### config.mk
export PLATFORM = sky130hd
export DESIGN_NAME = dbuf_serial_tx
export DESIGN_NICKNAME = d
export VERILOG_FILES = /design/src/rtl/dbuf_tx_pkg.sv /design/src/rtl/tx_hold_reg.sv /design/src/rtl/tx_frame_shift.sv /design/src/rtl/tx_pin_drv.sv /design/src/rtl/dbuf_serial_tx.sv
export SDC_FILE = /design/constraint.sdc
export NUM_CORES = 1
export LEC_CHECK = 0
export ABC_AREA = 0
export BUFFER_PORTS_ARGS = -buffer_cell sky130_fd_sc_hd__buf_2
export CORE_ASPECT_RATIO = 1.75
export CORE_MARGIN = 2
export CORE_UTILIZATION = 50
export DETAILED_ROUTE_END_ITERATION = 12
export PLACE_DENSITY_LB_ADDON = 0.12
export SETUP_SLACK_MARGIN = 0.15
export SLEW_MARGIN = 25
export SYNTH_ARGS = -nofsm -noshare
export SYNTH_HDL_FRONTEND = slang
export SYNTH_SLANG_ARGS = --single-unit
### constraint.sdc
create_clock -name clk_i -period 2.31 [get_ports clk_i]
set_clock_uncertainty 0.2 [all_clocks]
set_input_delay 0.462 -clock clk_i [delete_from_list [all_inputs] [get_ports clk_i]]
set_output_delay 0.462 -clock clk_i [all_outputs]
set_load 0.03 [all_outputs]
### src/rtl/dbuf_tx_pkg.sv
package dbuf_tx_pkg;
  localparam int DATA_W  = 9;
  localparam int FRAME_W = DATA_W + 2;
  localparam int CNT_W   = $clog2(FRAME_W + 1);

  typedef struct packed {
    logic long_frame;
    logic par_en;
    logic par_odd;
  } fmt_t;

  function automatic logic [CNT_W-1:0] frame_len(fmt_t f);
    return f.long_frame ? CNT_W'(FRAME_W) : CNT_W'(FRAME_W - 1);
  endfunction

  // {stop, field, start}; positions past the field are stop level
  function automatic logic [FRAME_W-1:0] build_frame(logic [DATA_W-1:0] d, fmt_t f);
    logic [DATA_W-1:0] fld;
    logic acc;
    int fw;
    fw  = f.long_frame ? DATA_W : DATA_W - 1;
    acc = f.par_odd;
    fld = '1;
    for (int i = 0; i < DATA_W; i++) begin
      if (i >= fw) begin
        fld[i] = 1'b1;
      end else if (f.par_en && (i == fw - 1)) begin
        fld[i] = acc;
      end else begin
        fld[i] = d[i];
        acc    = acc ^ d[i];
      end
    end
    return {1'b1, fld, 1'b0};
  endfunction
endpackage

### src/rtl/tx_hold_reg.sv
module tx_hold_reg #(
  parameter int W = 9
) (
  input  logic         clk_i,
  input  logic         rst_ni,
  input  logic         wr_en_i,
  input  logic [W-1:0] wr_data_i,
  input  logic         take_i,
  output logic [W-1:0] data_o,
  output logic         empty_o
);
  logic [W-1:0] data_q;
  logic         empty_q;

  always_ff @(posedge clk_i or negedge rst_ni) begin
    if (!rst_ni) begin
      data_q  <= '0;
      empty_q <= 1'b1;
    end else if (wr_en_i) begin
      // write wins over a same-cycle take: new word stays pending
      data_q  <= wr_data_i;
      empty_q <= 1'b0;
    end else if (take_i) begin
      empty_q <= 1'b1;
    end
  end

  assign data_o  = data_q;
  assign empty_o = empty_q;
endmodule

### src/rtl/tx_frame_shift.sv
module tx_frame_shift
  import dbuf_tx_pkg::*;
(
  input  logic              clk_i,
  input  logic              rst_ni,
  input  logic              bit_tick_i,
  input  logic              tx_en_i,
  input  logic              pending_i,
  input  logic [DATA_W-1:0] data_i,
  input  fmt_t              fmt_i,
  output logic              take_o,
  output logic              busy_o,
  output logic              line_o
);
  logic [FRAME_W-1:0] sh_q;
  logic [CNT_W-1:0]   left_q;
  logic               busy_q;
  logic               last_bit;

  assign last_bit = (left_q == CNT_W'(1));
  assign take_o   = bit_tick_i && tx_en_i && pending_i && (!busy_q || last_bit);

  always_ff @(posedge clk_i or negedge rst_ni) begin
    if (!rst_ni) begin
      sh_q   <= '1;
      left_q <= '0;
      busy_q <= 1'b0;
    end else if (take_o) begin
      sh_q   <= build_frame(data_i, fmt_i);
      left_q <= frame_len(fmt_i);
      busy_q <= 1'b1;
    end else if (bit_tick_i && busy_q) begin
      if (last_bit) begin
        sh_q   <= '1;
        left_q <= '0;
        busy_q <= 1'b0;
      end else begin
        sh_q   <= {1'b1, sh_q[FRAME_W-1:1]};
        left_q <= left_q - CNT_W'(1);
      end
    end
  end

  assign busy_o = busy_q;
  assign line_o = busy_q ? sh_q[0] : 1'b1;
endmodule

### src/rtl/tx_pin_drv.sv
module tx_pin_drv (
  input  logic line_i,
  input  logic drive_i,
  input  logic open_drain_i,
  output logic tx_o,
  output logic oe_o
);
  // open drain: only a 0 is driven, a 1 is left to the pull-up
  assign oe_o = drive_i && (!open_drain_i || !line_i);
  assign tx_o = line_i;
endmodule

### src/rtl/dbuf_serial_tx.sv
module dbuf_serial_tx
  import dbuf_tx_pkg::*;
(
  input  logic              clk_i,
  input  logic              rst_ni,
  input  logic              wr_en_i,
  input  logic [DATA_W-1:0] wr_data_i,
  input  logic              tx_en_i,
  input  logic              long_frame_i,
  input  logic              par_en_i,
  input  logic              par_odd_i,
  input  logic              open_drain_i,
  input  logic              bit_tick_i,
  input  logic              irq_en_i,
  output logic              tx_o,
  output logic              tx_oe_o,
  output logic              empty_o,
  output logic              irq_o
);
  logic [DATA_W-1:0] hold_data;
  logic              empty;
  logic              take;
  logic              busy;
  logic              line;
  fmt_t              fmt;

  assign fmt = '{long_frame: long_frame_i, par_en: par_en_i, par_odd: par_odd_i};

  tx_hold_reg #(.W(DATA_W)) u_hold (
    .clk_i     (clk_i),
    .rst_ni    (rst_ni),
    .wr_en_i   (wr_en_i),
    .wr_data_i (wr_data_i),
    .take_i    (take),
    .data_o    (hold_data),
    .empty_o   (empty)
  );

  tx_frame_shift u_shift (
    .clk_i      (clk_i),
    .rst_ni     (rst_ni),
    .bit_tick_i (bit_tick_i),
    .tx_en_i    (tx_en_i),
    .pending_i  (!empty),
    .data_i     (hold_data),
    .fmt_i      (fmt),
    .take_o     (take),
    .busy_o     (busy),
    .line_o     (line)
  );

  tx_pin_drv u_pin (
    .line_i       (line),
    .drive_i      (tx_en_i || busy),
    .open_drain_i (open_drain_i),
    .tx_o         (tx_o),
    .oe_o         (tx_oe_o)
  );

  assign empty_o = empty;
  assign irq_o   = empty && irq_en_i;
endmodule

Word-level counts from Yosys, hierarchy flattened

Cells that the tools add are included.
Widths: inputs -> output; s select.

Register bits after elaboration: 26
Bits of input ports: 19
Output and inout bits: 4
Logic and storage cells: 115

Add/sub/neg operators: 2
Magnitude comparators: 9
Equal/unequal tests: 9
Mux-type cells: 55
Bitwise logic cells: 8
Reduce and logical (&&, ||, !) cells: 27

Operator list:

| operator              | number |
|---|---|
| $eq 4x32->1 const A   | 4 |
| $ge 4x32->1 const A   | 4 |
| $eq 3x32->1 const A   | 2 |
| $ge 3x32->1 const A   | 2 |
| $mux 1                | 49 |
| $eq 2x32->1 const A   | 1 |
| $eq 5x32->1 const A   | 1 |
| $ge 1x32->1 const A   | 1 |
| $ge 2x32->1 const A   | 1 |
| $ge 5x32->1 const A   | 1 |
| $logic_not 32->1      | 1 |
| $sub 32x2->32 const B | 1 |
| $mux 11               | 2 |
| $logic_and 1x1->1     | 15 |
| $mux 4                | 3 |
| $mux 10               | 1 |
| $xor 1x1->1           | 8 |
| $reduce_bool 2->1     | 3 |
| $eq 4x1->1 const B    | 1 |
| $logic_not 1->1       | 4 |
| $sub 4x1->4 const B   | 1 |
| $logic_or 1x1->1      | 3 |
| $reduce_and 2->1      | 1 |

Logic depth before layout (Yosys ltp)

Gate-level depths: netlist of run 1.

Word-level depth: 37
Gate-level depth with buffers: 8
Mapped depth without buffers: 6

Hierarchy

Synthesis of run 1 repeated with hierarchy kept, for this count alone.

Cell total of the unflattened synthesis: 128
Area total of the unflattened synthesis: 1331.3 µm²

Modules (own cells, without submodules):

| module         | instances | cells each | area an instance (µm²) | sequential area each (µm²) |
|---|---|---|---|---|
| tx_frame_shift | 1         | 102        | 888.4                  | 387.9 |
| tx_hold_reg    | 1         | 21         | 407.9                  | 251.5 |
| tx_pin_drv     | 1         | 2          | 18.8                   | 0.0 |
| dbuf_serial_tx | 1         | 3          | 16.3                   | 0.0 |

Least setup slack after synthesis of run 1

No wires, ideal clock.

Path type: reg-to-reg
Start point: reg u_shift.left_q[1]
End point: reg u_shift.sh_q[4]
Setup time: 0.090 ns
Arrival time: 1.615 ns
Data required time: 2.020 ns
Slack: 0.405 ns
Cell stages (with the launch flop): 9
Buffers on the path: 2
Clock period less this slack: 1.905 ns
Cells stage by stage: dfrtp_1 inv_1 ha_1 or3b_1 buf_6 a21o_4 buf_6 o22ai_1 o21ai_1

Longest elaborated chain between the ends: 4

Ends and longest elaborated chain:

| what                                         | line                                       | RTL |
|---|---|---|
| from (decl)                                  | tx_frame_shift.sv:16                       | `logic [CNT_W-1:0] left_q;` |
| from (signal assigned)                       | tx_frame_shift.sv:30                       | `left_q <= frame_len(fmt_i);` |
| from (signal assigned)                       | tx_frame_shift.sv:39                       | `left_q <= left_q - CNT_W'(1);` |
| $eq 4x1->1 *                                 | tx_frame_shift.sv:20                       | `assign last_bit = (left_q == CNT_W'(1));` |
| $mux 10 or $logic_or 1x1->1 (tied branches)  | tx_frame_shift.sv:33, tx_frame_shift.sv:21 |  |
| $mux 11 or $logic_and 1x1->1 (tied branches) | tx_frame_shift.sv:32, tx_frame_shift.sv:21 |  |
| $mux 11 or $reduce_bool 2->1 (tied branches) | n/a                                        |  |
| to (signal assigned)                         | tx_frame_shift.sv:29                       | `sh_q <= build_frame(data_i, fmt_i);` |
| to (signal assigned)                         | tx_frame_shift.sv:38                       | `sh_q <= {1'b1, sh_q[FRAME_W-1:1]};` |
| to (decl)                                    | tx_frame_shift.sv:15                       | `logic [FRAME_W-1:0] sh_q;` |

Mark *: on every way between the ends. The rest lies on a longest branch, timed or not. The select of a mux whose other input is x is not followed.
A chain may end at the register's enable or synchronous reset.

Final worst setup path of run 1

Start point: reg u_shift.left_q[1]
End point: reg u_shift.left_q[0]

Longest elaborated chain between the ends: 4

Ends and longest elaborated chain:

| what                                        | line |
|---|---|
| $eq 4x1->1 *                                | tx_frame_shift.sv:20 |
| $mux 4 or $logic_or 1x1->1 (tied branches)  | tx_frame_shift.sv:33, tx_frame_shift.sv:21 |
| $mux 4 or $logic_and 1x1->1 (tied branches) | tx_frame_shift.sv:32, tx_frame_shift.sv:21 |
| $mux 4 or $reduce_bool 2->1 (tied branches) | n/a |

Marked as above.

==> flow_summary.ini, run 1 <==
[synth]
synth.distinct_cells = 36
synth_cells = 121
synth_edf_count = 0
yosys.area_share.simple_pct = 10.53
yosysWarningCount = 0
ys_top_cells_by_count = 14 x dfrtp_1, 13 x nand2_1, 11 x dfstp_2, 9 x mux2_2
syn_avg_cell_area_um2 = 10.81
synth_compound_area_share_pct = 18.66
yosys.area.top_type = dfrtp_1
synth.top_cell.area_share_pct = 26.79
synth_top_family_by_area = compound AO/OA/AOI/OAI gates
synth_area_leaders = dfrtp_1 27%, dfstp_2 22%, mux2_2 7.8%
synth-adder-area-share_pct = 1.914
muxShareOfSynthArea_pct = 7.751
ys.flop_type = dfrtp_1
synthXorXnorAreaFrac_pct = 6.507
ys_ff_latch = 25
synthArstFlopShare_pct = 100.0
syn-num-nets = 142
synth.most_common_cell = dfrtp_1
netlist_area_um2 = 1308
seq_area_frac_synth_pct = 48.90

[floorplan]
io_pins = 23
num_rows = 24
die_area_um2 = 3056
start_util_pct = 52.46
die_h_um = 71.65
die_w_um = 42.66
coreArea_um2 = 2492

[drt]
wirelength_um = 2347
drtAntennaViolNets = 0
vias = 931
drcViolationCount = 0
dr.pass1.iters = 4
wl_per_cell_um = 13.97
drt_iter0_drc = 23
via_per_inst = 5.542

[setup_path]
critPathArrivalTime_ns = 1.96
cp_max_fo = 14
worstPathRequired_ns = 2.31
startpoint_type = flip-flop
crit_buf_inv = 1
end_kind = flip-flop
crit_slowest_cell = or3b_4
slowest_delay_ns = 0.42
crit_type = reg -> reg
crit_chain = inv_1 > ha_1 > or3b_4 > a21o_4 > o221ai_1 > a21boi_2
critPathTopFamily = compound AO/OA/AOI/OAI gates

[power_and_ir_drop]
swShare_pct = 32.77
pwr-share-clk_pct = 18.4
power.leakage_nw = 0.6359
ir_drop_mv = 0.5173
netSwitchingPower_mw = 0.4521
power_density_nw_per_um2 = 942.5
power_frac_comb_pct = 32.1
p_int_mw = 0.9276
power.sequential.fraction_pct = 49.5

[status]
status = finished clean

[layout]
syn2layout_area_growth_pct = 11.96
diodes = 0
fin_area_um2 = 1464
drive_gt1_share_pct = 37.32
final_nets = 164

[worst_hold_path]
hp-class = in -> reg

[cts]
htree_levels = 1
root_buffer = clkbuf_8
clk_pin_slew_worst_paths_ns = 0.09
cts.sinks = 25
clock_path_buffers = 2
cts_tree = done
worstSkewPairLatency_ns = 0.26
cts_buffers = 3

[grt]
grt_pass1_vias = 977
grt.overflow.total = 0
grt_pass1_wl_um = 4367
antenna_found_initial = 0
grt_max_degree = 26
track_usage_pct = 18.28

[sta]
setup-violations-final = 0
finalMaxSlewViolations = 0
fmax_ghz = 0.5097
slew_headroom_pct = 51.06
finalSetupTns_ns = 0
worst_pin_slew_ns = 0.7340
hold_viol_final = 0
grt_setup_unrepaired = false
timing.final.crit_share_pct = 84.94
min_period_ns = 1.962

[placement]
place_area_um2 = 1405
port_buffers = 22
hpwl_um = 1779
routabilityCongestion = 0.7723

[job]
drv_cap = 0
-- power by group through the flow --
stage | sequential [mW] | combinational, mW | clock [mW]
global placement | 0.684 | 0.432 | 0
global route | 0.701 | 0.501 | 0.283
floorplan | 0.661 | 0.369 | 0
finish | 0.683 | 0.443 | 0.254
CTS | 0.681 | 0.448 | 0.260
detailed placement | 0.689 | 0.444 | 0
-- state kept, by name, summed over array words and instances, names as in the netlist --
register,flops
u_shift.sh_q,10
u_hold.data_o,9
u_shift.left_q,4
u_hold.empty_o,1
u_shift.busy_o,1
-- logic make-up (layout without fill, tap and decap cells) --
logic type / count (synthesis) / in the layout
buffers and inverters: 14 / 35
AOI/OAI and AO/OA: 36 / 36
and+or+nand+nor: 27 / 27
xor gates and xnor gates: 8 / 8
adders and majority gates: 2 / 2
DFF: 25 / 25
muxes: 9 / 9
-- cell usage in the layout, fill, tap and decap left out --
master	count
and2_1	1
or3_1	1
o22ai_1	8
a21o_4	1
nand4_1	1
xor3_1	1
dfstp_2	11
nand4b_1	1
a22o_2	1
dlygate4sd3_1	1
dfrtp_1	14
o221ai_1	2
mux2_2	9
nand2_1	13
inv_1	8
nor2_1	2
or2b_1	1
clkbuf_8	3
a31oi_1	1
a21boi_2	1
o21a_1	1
clkinv_2	1
a21oi_1	4
a2111oi_0	1
o21ai_1	5
or3b_4	1
nor2b_1	1
xnor2_1	7
buf_2	22
nand2b_1	3
nand3_1	1
o21ai_2	2
o31ai_1	1
o41a_2	1
o21ai_0	7
nand3b_1	1
ha_1	2
-- cell type report --
cell class / instances / area, um2
inverter: 8 / 30.03
multi-input combinational: 82 / 595.6
timing repair buffer: 23 / 120.1
clock buffer: 3 / 41.29
tap: 26 / 32.53
fill: 214 / 1028
clock inverter: 1 / 5.005
sequential: 25 / 639.4
-- stage by stage --
| stage | std cells | util, % | hold WS [ns] | setup slack, ns | power [mW] |
|---|---|---|---|---|---|
| 6_report | 168 | 58.73 | 0.2241 | 0.3479 | 1.380 |
| 5_1_grt | 168 | 58.73 | 0.2167 | 0.2166 | 1.485 |
| 4_1_cts | 168 | 58.63 | 0.2224 | 0.2548 | 1.389 |
| 3_5_place_dp | 163 | 56.38 | 0.2569 | 0.2751 | 1.133 |
| 3_3_place_gp | 163 | 56.38 | 0.2524 | 0.3494 | 1.116 |
| 2_1_floorplan | 121 | - | -0.03359 | 0.4052 | 1.030 |
-- timing repair --
action	4_1_cts	5_1_grt
gates resized for setup	0	1
hold buffers	1	0
endpoints found under the setup margin	0	1
hold endpoints to repair	14	0
buffers inserted	0	0
-- path summary, 6_finish.rpt --
path,from,end,slack (ns),depth (start not counted)
max,u_shift.left_q[1],u_shift.left_q[0],0.35,6
min,wr_data_i[6],u_hold.data_o[6],0.22,2
max reg2reg,u_shift.left_q[1],u_shift.left_q[0],0.35,6
min reg2reg,u_shift.sh_q[0],u_shift.sh_q[0],0.26,2
max in group asynchronous,rst_ni,u_shift.sh_q[1],1.02,2
min in group asynchronous,rst_ni,u_shift.busy_o,0.50,2
-- worst register-to-register path, delay by kind of cell, from the launching register on --
| kind | cells | cell delay [ns] |
|---|---|---|
| AOI/OAI and AO/OA | 3 | 0.63 |
| adders and majority gates | 1 | 0.17 |
| buffers and inverters | 1 | 0.09 |
| DFF | 1 | 0.38 |
| and+or+nand+nor | 1 | 0.42 |
-- routing by layer --
metal / GRT usage [%] / part of all wire (%)
met1: 22.06 / 41
met2: 31.99 / 55
met3: 2.519 / 3.1
met4: 7.292 / 0.94
met5: 0 / 0
No activity file was read; power rests on OpenSTA's default activity.
==> run 2: changes to the inputs <==
--- a/config.mk
+++ b/config.mk
@@ -9,7 +9,7 @@
 export BUFFER_PORTS_ARGS = -buffer_cell sky130_fd_sc_hd__buf_2
 export CORE_ASPECT_RATIO = 1.75
 export CORE_MARGIN = 2
-export CORE_UTILIZATION = 50
+export CORE_UTILIZATION = 49
 export DETAILED_ROUTE_END_ITERATION = 12
 export PLACE_DENSITY_LB_ADDON = 0.12
 export SETUP_SLACK_MARGIN = 0.15
==> constraint.sdc (replaced) <==
create_clock -name clk_i -period 1.8 [get_ports clk_i]
set_clock_uncertainty 0.2 [all_clocks]
set_input_delay 0.36 -clock clk_i [delete_from_list [all_inputs] [get_ports clk_i]]
set_output_delay 0.36 -clock clk_i [all_outputs]
set_load 0.03 [all_outputs]
==> run 2 against run 1 <==
The run now ends with setup timing left. Design area grew 16%. Via count is 11% higher. Cell count is 10% higher. Clock-buffer cell count stayed put. Hold slack worse by 0.11 ns. Sequential share of layout area shrank 6.0 points. Utilization increased by 8.6 points. Critical path type unchanged. Largest power group unchanged. Highest routed layer unchanged.
==> flow_summary.ini, run 2 (synthesis gave the netlist of run 1 again) <==
[worst_hold_path]
hold_path_end = u_hold.data_o[5]
hp-class = in -> reg
min_from = wr_data_i[5]
min_delay_path_depth = 2

[job]
drv_cap = 0

[setup_path]
reg2reg_setup_slack_ns = -0.08
r2r_cells = 6
critPathArrivalTime_ns = 1.89
crit_type = reg -> reg
crit_chain = inv_2 > ha_4 > or3b_4 > a21o_4 > o221ai_2 > a21boi_2
cp_max_fo = 7
crit_buf_inv = 1
worstPathRequired_ns = 1.81
crit_slowest_cell = or3b_4
r2r-end = u_shift.left_q[0]
reg2reg_from = u_shift.left_q[1]
end_kind = flip-flop
startpoint_type = flip-flop
slowest_delay_ns = 0.42
critPathTopFamily = compound AO/OA/AOI/OAI gates

[grt]
track_usage_pct = 20.13
grt_pass1_wl_um = 4671
grt_max_degree = 26
antenna_found_initial = 0
grt.overflow.total = 0
grt_pass1_vias = 1062

[layout]
largest_register_ffs = 10
final_cell_mix = 19 x buf_2, 16 x buf_4, 13 x nand2_1, 13 x dfrtp_1, 11 x dfstp_2
diodes = 0
stdcell_count = 185
mostFrequentLayoutCell = buf_2
syn2layout_area_growth_pct = 29.95
drive_gt1_share_pct = 53.46
post-route-util_pct = 67.36
final_nets = 181
top_register = u_shift.sh_q

[cts]
root_buffer = clkbuf_8
cts_tree = done
htree_levels = 1
cts.sinks = 25
cts_buffers = 3
worstSkewPairLatency_ns = 0.27
clock_path_buffers = 2
clk_pin_slew_worst_paths_ns = 0.09

[sta]
timing.final.crit_share_pct = 104.5
setup-violations-final = 7
hold_viol_final = 0
slew_headroom_pct = 63.25
min_period_ns = 1.881
finalMaxSlewViolations = 0
grt_setup_unrepaired = true
fin_ws_ns = -0.08063
worst_pin_slew_ns = 0.5512
finalSetupTns_ns = -0.1479
fmax_ghz = 0.5317

[power_and_ir_drop]
pwr-share-clk_pct = 16.7
power.sequential.fraction_pct = 42.6
netSwitchingPower_mw = 0.6913
power.leakage_nw = 0.7310
swShare_pct = 33.31
ir_drop_mv = 0.9137
power_frac_comb_pct = 40.7
p_int_mw = 1.384
power_density_nw_per_um2 = 1222

[drt]
wl_per_cell_um = 15.65
vias = 1031
via_per_inst = 5.573
dr.pass1.iters = 4
drt_iter0_drc = 37
drtAntennaViolNets = 0
drcViolationCount = 0
wirelength_um = 2895

[floorplan]
num_rows = 24
start_util_pct = 51.84
die_h_um = 72.34
die_w_um = 43.05
coreArea_um2 = 2522
die_area_um2 = 3114
io_pins = 23

[placement]
placed_cells = 172
port_buffers = 22
routabilityCongestion = 0.7635
hpwl_um = 2034

[status]
status = finished with violations
failed_checks = setup timing
-- run 2: worst max path at each step --
| stage | startpoint | end | depth (start not counted) |
|---|---|---|---|
| 6_report | u_shift.left_q[1] | u_shift.left_q[0] | 6 |
| 5_1_grt | u_shift.left_q[1] | u_shift.left_q[0] | 6 |
| 3_5_place_dp | u_shift.left_q[1] | u_shift.left_q[0] | 6 |
| 3_3_place_gp | u_shift.left_q[1] | u_shift.left_q[0] | 6 |
| 2_1_floorplan | u_shift.left_q[1] | u_shift.sh_q[4] | 8 |
| 4_1_cts | u_shift.left_q[1] | u_shift.left_q[0] | 6 |
-- run 2: metrics by stage --
stage | power, mW | setup WS [ns] | area, um2 | hold WS, ns
after floorplan | 1.370 | -0.05653 | 1351 | -0.1356
after global placement | 1.567 | -0.09903 | 1529 | 0.1839
after detailed placement | 1.602 | -0.1277 | 1529 | 0.1817
after CTS | 2.014 | -0.06405 | 1635 | 0.1014
after global routing | 2.196 | -0.1245 | 1699 | 0.1026
final | 2.076 | -0.08063 | 1699 | 0.1092
-- run 2: layout make-up --
cell class	count	area [um2]
clock inverter	1	7.507
sequential	25	640.6
inverter	8	30.03
fill	208	823.3
tap	26	32.53
timing repair buffer	39	267.8
multi-input combinational	83	679.4
clock buffer	3	41.29
-- run 2: routing by layer --
layer	vias up	GRT usage [%]	routed length, um
met5	-	0	0
met4	0	9.091	70
met3	7	3.731	86
met2	20	37.88	1637
met1	501	20.85	1101
li1	503	-	-
-- run 2: what timing repair did --
action                                  in CTS  in global routing
endpoints found under the hold margin       14                  0
cloned                                       1                  0
hold buffers                                 1                  0
endpoints found under the setup margin      19                 19
pin swaps                                    5                  1
resized for setup                           11                  6
setup buffers                                1                  6
-- run 2: power by group through the flow --
stage	sequential, mW	combinational, mW	clock, mW
final	0.884	0.844	0.347
after global routing	0.901	0.916	0.379
after CTS	0.888	0.769	0.357
after detailed placement	0.895	0.707	0
after global placement	0.884	0.684	0
after floorplan	0.865	0.505	0
